==> config.mk <==
export PLATFORM = sky130hd
export DESIGN_NAME = i2c_evt_irq
export DESIGN_NICKNAME = d
export VERILOG_FILES = /design/src/rtl/i2c_evt_pkg.sv /design/src/rtl/i2c_line_sync.sv /design/src/rtl/i2c_bus_mon.sv /design/src/rtl/i2c_flag_bank.sv /design/src/rtl/i2c_evt_irq.sv
export SDC_FILE = /design/constraint.sdc
export NUM_CORES = 1
export LEC_CHECK = 0
export ABC_AREA = 1
export BUFFER_PORTS_ARGS = -buffer_cell sky130_fd_sc_hd__clkbuf_2
export CAP_MARGIN = 20
export CORE_UTILIZATION = 30
export CTS_CLUSTER_SIZE = 20
export DETAILED_ROUTE_END_ITERATION = 8
export SLEW_MARGIN = 20
export SYNTH_ARGS = -nofsm -noshare
export SYNTH_HDL_FRONTEND = slang
export SYNTH_SLANG_ARGS = --single-unit
==> constraint.sdc <==
create_clock -name clk_i -period 2.9 [get_ports clk_i]
set_input_delay 0.145 -clock clk_i [delete_from_list [all_inputs] [get_ports clk_i]]
set_output_delay 0.145 -clock clk_i [all_outputs]
set_load 0.1 [all_outputs]
==> src/rtl/i2c_evt_pkg.sv <==
package i2c_evt_pkg;
  localparam int NF          = 7;
  localparam int CNT_W       = 4;
  localparam int FRAME_FALLS = 9;

  localparam int F_START  = 0;
  localparam int F_RSTART = 1;
  localparam int F_STOP   = 2;
  localparam int F_ADR    = 3;
  localparam int F_WR     = 4;
  localparam int F_ACKT   = 5;
  localparam int F_CNT    = 6;

  localparam int RX_FULL = 0;
  localparam int RX_IRQ  = 1;
  localparam int NRX     = 2;

  typedef struct packed {
    logic start;
    logic rstart;
    logic stop;
    logic fall8;
    logic fall9;
    logic ack;
  } bus_evt_t;
endpackage

==> src/rtl/i2c_line_sync.sv <==
module i2c_line_sync #(
  parameter int W      = 2,
  parameter int STAGES = 2
) (
  input  logic         clk_i,
  input  logic         rst_ni,
  input  logic [W-1:0] d_i,
  output logic [W-1:0] q_o
);
  logic [W-1:0] stg [STAGES];

  for (genvar s = 0; s < STAGES; s++) begin : g_stg
    if (s == 0) begin : g_first
      always_ff @(posedge clk_i or negedge rst_ni) begin
        if (!rst_ni) stg[s] <= '1;
        else         stg[s] <= d_i;
      end
    end else begin : g_next
      always_ff @(posedge clk_i or negedge rst_ni) begin
        if (!rst_ni) stg[s] <= '1;
        else         stg[s] <= stg[s-1];
      end
    end
  end

  assign q_o = stg[STAGES-1];
endmodule

==> src/rtl/i2c_bus_mon.sv <==
module i2c_bus_mon
  import i2c_evt_pkg::*;
#(
  parameter int SYNC_STAGES = 2
) (
  input  logic     clk_i,
  input  logic     rst_ni,
  input  logic     scl_i,
  input  logic     sda_i,
  output bus_evt_t evt_o
);
  localparam logic [CNT_W-1:0] LAST   = CNT_W'(FRAME_FALLS - 1);
  localparam logic [CNT_W-1:0] EIGHTH = CNT_W'(FRAME_FALLS - 2);

  logic [1:0] syn, dly;
  logic scl_s, sda_s, scl_d, sda_d;
  logic start_c, stop_c, fall_c, rise_c;
  logic busy_q, armed_q, ack_q;
  logic [CNT_W-1:0] cnt_q;

  i2c_line_sync #(.W(2), .STAGES(SYNC_STAGES)) u_sync (
    .clk_i (clk_i),
    .rst_ni(rst_ni),
    .d_i   ({scl_i, sda_i}),
    .q_o   (syn)
  );

  always_ff @(posedge clk_i or negedge rst_ni) begin
    if (!rst_ni) dly <= 2'b11;
    else         dly <= syn;
  end

  assign scl_s = syn[1];
  assign sda_s = syn[0];
  assign scl_d = dly[1];
  assign sda_d = dly[0];

  assign start_c = scl_s & scl_d & sda_d & ~sda_s;
  assign stop_c  = scl_s & scl_d & ~sda_d & sda_s;
  assign fall_c  = scl_d & ~scl_s;
  assign rise_c  = ~scl_d & scl_s;

  always_ff @(posedge clk_i or negedge rst_ni) begin
    if (!rst_ni) begin
      busy_q  <= 1'b0;
      armed_q <= 1'b0;
      cnt_q   <= '0;
      ack_q   <= 1'b0;
    end else begin
      if (start_c)     busy_q <= 1'b1;
      else if (stop_c) busy_q <= 1'b0;

      // the fall closing a START carries no bit: count only after a rise
      if (start_c || stop_c) armed_q <= 1'b0;
      else if (rise_c)       armed_q <= 1'b1;

      if (start_c || stop_c)         cnt_q <= '0;
      else if (fall_c && armed_q)    cnt_q <= (cnt_q == LAST) ? '0 : cnt_q + 1'b1;

      if (rise_c && cnt_q == LAST)   ack_q <= ~sda_s;
    end
  end

  always_comb begin
    evt_o.start  = start_c & ~busy_q;
    evt_o.rstart = start_c & busy_q;
    evt_o.stop   = stop_c;
    evt_o.fall8  = fall_c & armed_q & (cnt_q == EIGHTH);
    evt_o.fall9  = fall_c & armed_q & (cnt_q == LAST);
    evt_o.ack    = ack_q;
  end
endmodule

==> src/rtl/i2c_flag_bank.sv <==
module i2c_flag_bank #(
  parameter int N = 7
) (
  input  logic         clk_i,
  input  logic         rst_ni,
  input  logic [N-1:0] set_i,
  input  logic [N-1:0] clr_i,
  output logic [N-1:0] q_o
);
  for (genvar i = 0; i < N; i++) begin : g_bit
    always_ff @(posedge clk_i or negedge rst_ni) begin
      if (!rst_ni)       q_o[i] <= 1'b0;
      else if (set_i[i]) q_o[i] <= 1'b1;  // set beats clear
      else if (clr_i[i]) q_o[i] <= 1'b0;
    end
  end
endmodule

==> src/rtl/i2c_evt_irq.sv <==
module i2c_evt_irq
  import i2c_evt_pkg::*;
(
  input  logic          clk_i,
  input  logic          rst_ni,
  input  logic          scl_i,
  input  logic          sda_i,
  input  logic          mode_tgt_i,
  input  logic          addressed_i,
  input  logic          adr_match_i,
  input  logic          data_byte_i,
  input  logic          cnt_zero_i,
  input  logic [NF-1:0] flag_clr_i,
  input  logic [NF-1:0] irq_en_i,
  input  logic          rxb_rd_i,
  output logic [NF-1:0] flags_o,
  output logic          rx_full_o,
  output logic          rx_irq_o,
  output logic          irq_o
);
  bus_evt_t        evt;
  logic [NF-1:0]   flag_set;
  logic [NRX-1:0]  rx_set, rx_clr, rx_q;
  logic            wr_evt;

  i2c_bus_mon #(.SYNC_STAGES(2)) u_mon (
    .clk_i (clk_i),
    .rst_ni(rst_ni),
    .scl_i (scl_i),
    .sda_i (sda_i),
    .evt_o (evt)
  );

  assign wr_evt = evt.fall8 & mode_tgt_i & data_byte_i;

  always_comb begin
    flag_set           = '0;
    flag_set[F_START]  = evt.start;
    flag_set[F_RSTART] = evt.rstart;
    flag_set[F_STOP]   = evt.stop;
    flag_set[F_ADR]    = evt.fall8 & mode_tgt_i & adr_match_i;
    flag_set[F_WR]     = wr_evt;
    flag_set[F_ACKT]   = evt.fall9 & mode_tgt_i & addressed_i & evt.ack;
    flag_set[F_CNT]    = evt.fall9 & cnt_zero_i;
  end

  i2c_flag_bank #(.N(NF)) u_flags (
    .clk_i (clk_i),
    .rst_ni(rst_ni),
    .set_i (flag_set),
    .clr_i (flag_clr_i),
    .q_o   (flags_o)
  );

  assign rx_set = {NRX{wr_evt}};
  assign rx_clr = {NRX{rxb_rd_i}};

  i2c_flag_bank #(.N(NRX)) u_rx (
    .clk_i (clk_i),
    .rst_ni(rst_ni),
    .set_i (rx_set),
    .clr_i (rx_clr),
    .q_o   (rx_q)
  );

  assign rx_full_o = rx_q[RX_FULL];
  assign rx_irq_o  = rx_q[RX_IRQ];
  assign irq_o     = |(flags_o & irq_en_i);
endmodule

==> results_dict.tcl, run 1 <==
set metrics [dict create \
    status "finished, final reports clean" \
    fp.coreArea_um2 3030 \
    post-route-period-util 0.526 \
    clock_sinks 21 \
    seq_power_share 0.549 \
    fin_nets 179 \
    vias_per_cell 4.26 \
    postSynthCellCount 108 \
    htreeDepth 1 \
    drc 0 \
    rr_startpoint "u_mon.cnt_q[0]" \
    rsz0062_at_grt "false" \
    vias 835 \
    syn_nets 134 \
    cts_tree "done" \
    rr_endpoint "u_mon.cnt_q[0]" \
    cts-root-buf "clkbuf_4" \
    p_clk_frac 0.203 \
    worst_pin_slew_ns 0.545 \
    grt-ovfl-total 0 \
    ff2ff_setup_slack_ns 1.62 \
    die_y_um 58.4 \
    hold_start "flag_clr_i[2]" \
    relSlewSlack 0.639 \
    synth_seq_cells 21 \
    setup_viol_count_final 0 \
    dp.cells 184 \
    first_pass_iters 4 \
    synth_edf_count 0 \
    pwr-share-comb 0.248 \
    fmax_ghz 0.655 \
    synthesis.area_um2 953 \
    arrival_ns 1.38 \
    insertion_delay_ns 0.30 \
    final_common_cell "clkbuf_2" \
    wire_per_inst_um 10.3 \
    post_synth.cell_area_avg_um2 8.83 \
    clk_pin_slew_ns 0.11 \
    fillers 311 \
    hold_viol 0 \
    critical_path.max_fanout 3 \
    setup-tns-final_ns 0 \
    grt.total_usage 0.122 \
    post_cts_buffers 0 \
    worstSetupEndpointType "output port" \
    ant_nets 0 \
    dieWidth_um 58.4 \
    syn2layout_area_growth_pct 33.5 \
    worstHoldPathCells 2 \
    wl_mm 2.02 \
    start_kind "flop" \
    hp-class "in2reg" \
    place_hpwl_mm 1.52 \
    fin_skew_ns 0.00265 \
    place.gp.congestion 0.741 \
    drive_gt1_frac 0.349 \
    grt_pass1_wl_mm 3.11 \
    synth-main-ff-cell "dfrtp_1" \
    worstHoldEndpoint "u_flags.q_o[2]" \
    cts_buffers 3 \
    p_leak_nw 0.667 \
    antenna_cells 0 \
    clk_path_buf_depth 2 \
    final_cell_mix "33 x clkbuf_2, 20 x inv_1, 20 x nand2_1" \
    ys_seq_area_frac 0.559 \
    fin_cells 196 \
    antenna_found_initial 0 \
    period_minus_slack_ns 1.53 \
    io_pins 34 \
    r2r_cells 7 \
    worstSetupPathType "reg2out" \
    grt_max_degree 22 \
    fp-row-count 20 \
    drv_cap 0 \
    p_sw_w 0.000223 \
    ctsResizeCount 0 \
    drtIter0Drc 8 \
    p_int_w 0.000447 \
    grt_pass1_vias 756 \
    async_flop_share 1.00 \
    dp_slack_ns 1.64 \
    port_buffers 33 \
    dieArea_um2 3410 \
    fin_ws_ns 1.37 \
    ys_types 20 \
    vdd_drop_max_v 0.000231 \
    slew_violations 0 \
    switching_share 0.333 \
    yosysWarnings 0 \
    crit_required_ns 2.76 \
    initial_core_util 0.315 \
    whs_ns 0.0300 \
    powerDensity_nw_per_um2 526 \
]
power by group through the flow:
| stage | Combinational [W] | Clock [W] | Sequential (W) |
|---|---|---|---|
| 2_1_floorplan | 0.0000978 | 0 | 0.000382 |
| 3_3_place_gp | 0.000158 | 0 | 0.000369 |
| 3_5_place_dp | 0.000159 | 0 | 0.000372 |
| 4_1_cts | 0.000164 | 0.000146 | 0.000366 |
| 6_report | 0.000166 | 0.000136 | 0.000368 |
| 5_1_grt | 0.000185 | 0.000158 | 0.000373 |
worst max-delay path, stage by stage, from the launching register on:
cell and delay, ns:
dfrtp_1 0.41, nand2_1 0.07, nand2_1 0.05, nor2_1 0.10, nand4_1 0.08, clkbuf_2 0.37
routing by layer:
metal  vias up  track usage  share of wire
met2        35        0.235           0.49
li1        424            -              -
met5         -            0              0
met3         0       0.0440          0.068
met1       376        0.125           0.44
met4         0       0.0306              0
flip-flops by register name, summed over array words and instances, names as in the netlist:
register	cells
u_rx.q_o	1
u_mon.busy_q	1
u_mon.dly	2
u_mon.u_sync.stg	2
u_mon.cnt_q	4
u_mon.ack_q	1
u_mon.armed_q	1
u_flags.q_o	7
u_mon.u_sync.q_o	2
metrics by stage:
stage                     utilization  power, W  cell area (µm²)
after floorplan                     -  0.000480              953
after global placement          0.385  0.000527             1170
after detailed placement        0.385  0.000530             1170
after CTS                       0.410  0.000677             1240
after global routing            0.420  0.000715             1270
final                           0.420  0.000669             1270
Yosys cell counts, types with 2 or more instances:
cell type  instances  area share
dfrtp_1           15        0.39
inv_1             20       0.079
inv_2              2      0.0079
nor2_2             2       0.013
nand2_2            4       0.026
ha_1               2       0.026
nand3_2            2       0.021
nand2_1           20       0.079
o22ai_1            2       0.013
nand4_1            3       0.020
nor2_1            10       0.039
nand3_1            7       0.037
o21ai_0            2       0.010
o21ai_1            6       0.031
dfstp_2            6        0.17
cells by family (layout without fill, tap and decap cells):
family / Yosys count / count (layout) / share of synthesized area
compound gates: 13 / 13 / 0.0800
flops: 21 / 21 / 0.559
buf+inv: 23 / 67 / 0.0945
fa+ha+maj: 2 / 2 / 0.0262
simple gates: 49 / 49 / 0.240
how the worst max path moves through the flow:
| stage | from | endpoint | slack, ns | cells past startpoint |
|---|---|---|---|---|
| finish | u_flags.q_o[3] | irq_o | 1.37 | 5 |
| global route | u_flags.q_o[3] | irq_o | 1.30 | 5 |
| CTS | u_flags.q_o[3] | irq_o | 1.35 | 5 |
| detailed placement | u_mon.cnt_q[0] | u_mon.cnt_q[0] | 1.64 | 7 |
| global placement | u_mon.cnt_q[0] | u_mon.cnt_q[0] | 1.67 | 7 |
| floorplan | u_flags.q_o[3] | irq_o | 0.80 | 4 |
final cells by class:
type / count / area [µm²] / area share
multi-input cells: 64 / 330 / 0.260
inverters: 22 / 82.6 / 0.0649
repair buffers: 41 / 245 / 0.193
flip-flops and latches: 21 / 533 / 0.419
clock buffers: 4 / 26.3 / 0.0206
well taps: 44 / 55.1 / 0.0433
what timing repair did:
action                                  CTS  global route
endpoints found under the hold margin    19             3
endpoints found under the setup margin    0             0
hold buffers                              5             3
(Power assumes the default switching activity.)
==> run 2, diff against run 1 <==
Clock period 2.9 ns to 1.6 ns, I/O delays scaled along.
==> run 2 against run 1 <==
Effect of this change:
- via count grew 2.8%
- wire length about the same
- sequential share of layout area decreased by 1.1 points
- register-to-register slack worse by 1.3 ns
- final area increased by 6.3%
- worst setup slack got worse by 1.3 ns
==> results_dict.tcl, run 2 (synthesized netlist as in run 1, its figures left out) <==
set metrics [dict create \
    powerDensity_nw_per_um2 910 \
    critical_path.max_fanout 3 \
    grtUsageMet3 0.0264 \
    grt_max_degree 22 \
    dieWidth_um 58.4 \
    grtUsageMet1 0.157 \
    fin_nets 185 \
    slew_violations 0 \
    vias 858 \
    htreeDepth 1 \
    post_cts_buffers 0 \
    r2r_cells 6 \
    globalRouteMet2Util 0.223 \
    insertion_delay_ns 0.31 \
    rr_startpoint "u_mon.cnt_q[0]" \
    arrival_ns 1.41 \
    fp.coreArea_um2 3030 \
    setup-tns-final_ns 0 \
    p_int_w 0.000817 \
    worst_pin_slew_ns 0.545 \
    rr_endpoint "u_mon.ack_q" \
    grt_pass1_vias 823 \
    whs_ns 0.0109 \
    first_pass_iters 4 \
    p_clk_frac 0.211 \
    worstHoldEndpoint "u_flags.q_o[5]" \
    crit_path_start "u_flags.q_o[3]" \
    p_sw_w 0.000414 \
    vdd_drop_max_v 0.000391 \
    rsz0062_at_grt "false" \
    slowest_stage "dfrtp_4" \
    place_hpwl_mm 1.48 \
    worstHoldPathCells 3 \
    antenna_found_initial 0 \
    dp_slack_ns 0.361 \
    syn2layout_area_growth_pct 41.9 \
    fin_skew_ns 0.00368 \
    dp.cells 184 \
    drc 0 \
    drtIter0Drc 18 \
    hold_start "mode_tgt_i" \
    start_kind "flop" \
    fmax_ghz 0.671 \
    status "finished, final reports clean" \
    dieArea_um2 3410 \
    hold_viol 0 \
    worstSetupPathType "reg2out" \
    setup_viol_count_final 0 \
    grt.total_usage 0.129 \
    die_y_um 58.4 \
    final_common_cell "clkbuf_2" \
    final_cell_mix "32 x clkbuf_2, 20 x inv_1, 20 x nand2_1" \
    relSlewSlack 0.638 \
    grt_pass1_wl_mm 3.31 \
    cp_common_cell "nand2_1" \
    pwr-share-comb 0.252 \
    port_buffers 33 \
    drv_cap 0 \
    clk_pin_slew_ns 0.12 \
    path_cells "nand2_1 -> nand2_1 -> nor2_1 -> nand4_1 -> buf_2" \
    top_usage_layer "met2" \
    clock_sinks 21 \
    wl_mm 2.02 \
    seq_area_um2 552 \
    wire_per_inst_um 10.0 \
    ant_nets 0 \
    place.gp.congestion 0.751 \
    switching_share 0.336 \
    crit_required_ns 1.52 \
    reg.largest.list "u_flags.q_o x7, u_mon.cnt_q x4" \
    period_minus_slack_ns 1.49 \
    crit_buf_inv 1 \
    hp-class "in2reg" \
    multi_input_area_um2 330 \
    cts_buffers 3 \
    ff2ff_setup_slack_ns 0.31 \
    fin_ws_ns 0.109 \
    fillers 288 \
    seq_power_share 0.538 \
    p_leak_nw 0.683 \
    clk_path_buf_depth 2 \
    post-route-period-util 0.932 \
    cp_top_family "flip-flops" \
    cts_tree "done" \
    grt-ovfl-total 0 \
    io_pins 34 \
    initial_core_util 0.315 \
    worstSetupEndpointType "output port" \
    vias_per_cell 4.25 \
    regMostFlops "u_flags.q_o" \
    drive_gt1_frac 0.386 \
    antenna_cells 0 \
    largest_reg_flops 7 \
    slowest_delay_ns 0.50 \
    cts-root-buf "clkbuf_4" \
    fp-row-count 20 \
    fin_cells 202 \
]
## run 2: cell count changes in the layout (fill, tap and decap cells not counted)
| cell | change |
|---|---|
| dfrtp_1 | -7 |
| dlygate4sd3_1 | +6 |
| dfrtp_4 | +4 |
| dfrtp_2 | +3 |
| buf_2 | +1 |
| clkbuf_1 | -1 |
| clkbuf_2 | -1 |
| clkinv_2 | +1 |
## run 2: power by group through the flow
stage	logic [W]	clock network [W]	registers, W
3_5_place_dp	0.000283	0	0.000672
2_1_floorplan	0.000177	0	0.000695
3_3_place_gp	0.000279	0	0.000668
6_report	0.000310	0.000259	0.000662
4_1_cts	0.000312	0.000281	0.000662
5_1_grt	0.000348	0.000297	0.000673
## run 2: worst reg2reg max path: cells and delay by family (launching register included)
| kind | cells | cell delay, ns |
|---|---|---|
| AO/OA/AOI/OAI | 2 | 0.24 |
| adder cells (fa/ha/maj) | 1 | 0.18 |
| buffers and inverters | 1 | 0.09 |
| flip-flops | 1 | 0.44 |
| AND/OR/NAND/NOR | 2 | 0.26 |
## run 2: worst max-delay path by stage
stage	cells after the start	endpoint	slack [ns]
4_1_cts	5	irq_o	0.004
6_report	5	irq_o	0.11
3_3_place_gp	5	irq_o	0.40
2_1_floorplan	4	irq_o	-0.23
3_5_place_dp	7	u_mon.cnt_q[0]	0.36
5_1_grt	5	irq_o	0.03
## run 2: per-layer routing
layer	routed length [µm]	vias to the layer above
met5	0	-
met1	976	385
met3	123	4
met2	904	32
met4	15	0
li1	-	437
## run 2: stage by stage
stage / util / area [µm²] / total power [W]
2_1_floorplan: - / 972 / 0.000872
3_3_place_gp: 0.391 / 1180 / 0.000948
3_5_place_dp: 0.391 / 1180 / 0.000956
4_1_cts: 0.447 / 1350 / 0.00125
5_1_grt: 0.447 / 1350 / 0.00132
6_report: 0.447 / 1350 / 0.00123
## run 2: layout make-up
type | instances | share of cell area
clock buffer | 3 | 0.0167
clock inverter | 1 | 0.00370
inverter | 22 | 0.0611
multi-input combinational | 64 | 0.244
sequential | 21 | 0.408
tap | 44 | 0.0407
timing repair buffer | 47 | 0.226
## run 2: what timing repair did
| action | in CTS | in global routing |
|---|---|---|
| setup endpoints to repair | 0 | 1 |
| hold endpoints to repair | 25 | 0 |
| resized for setup | 0 | 1 |
| hold buffers | 14 | 0 |
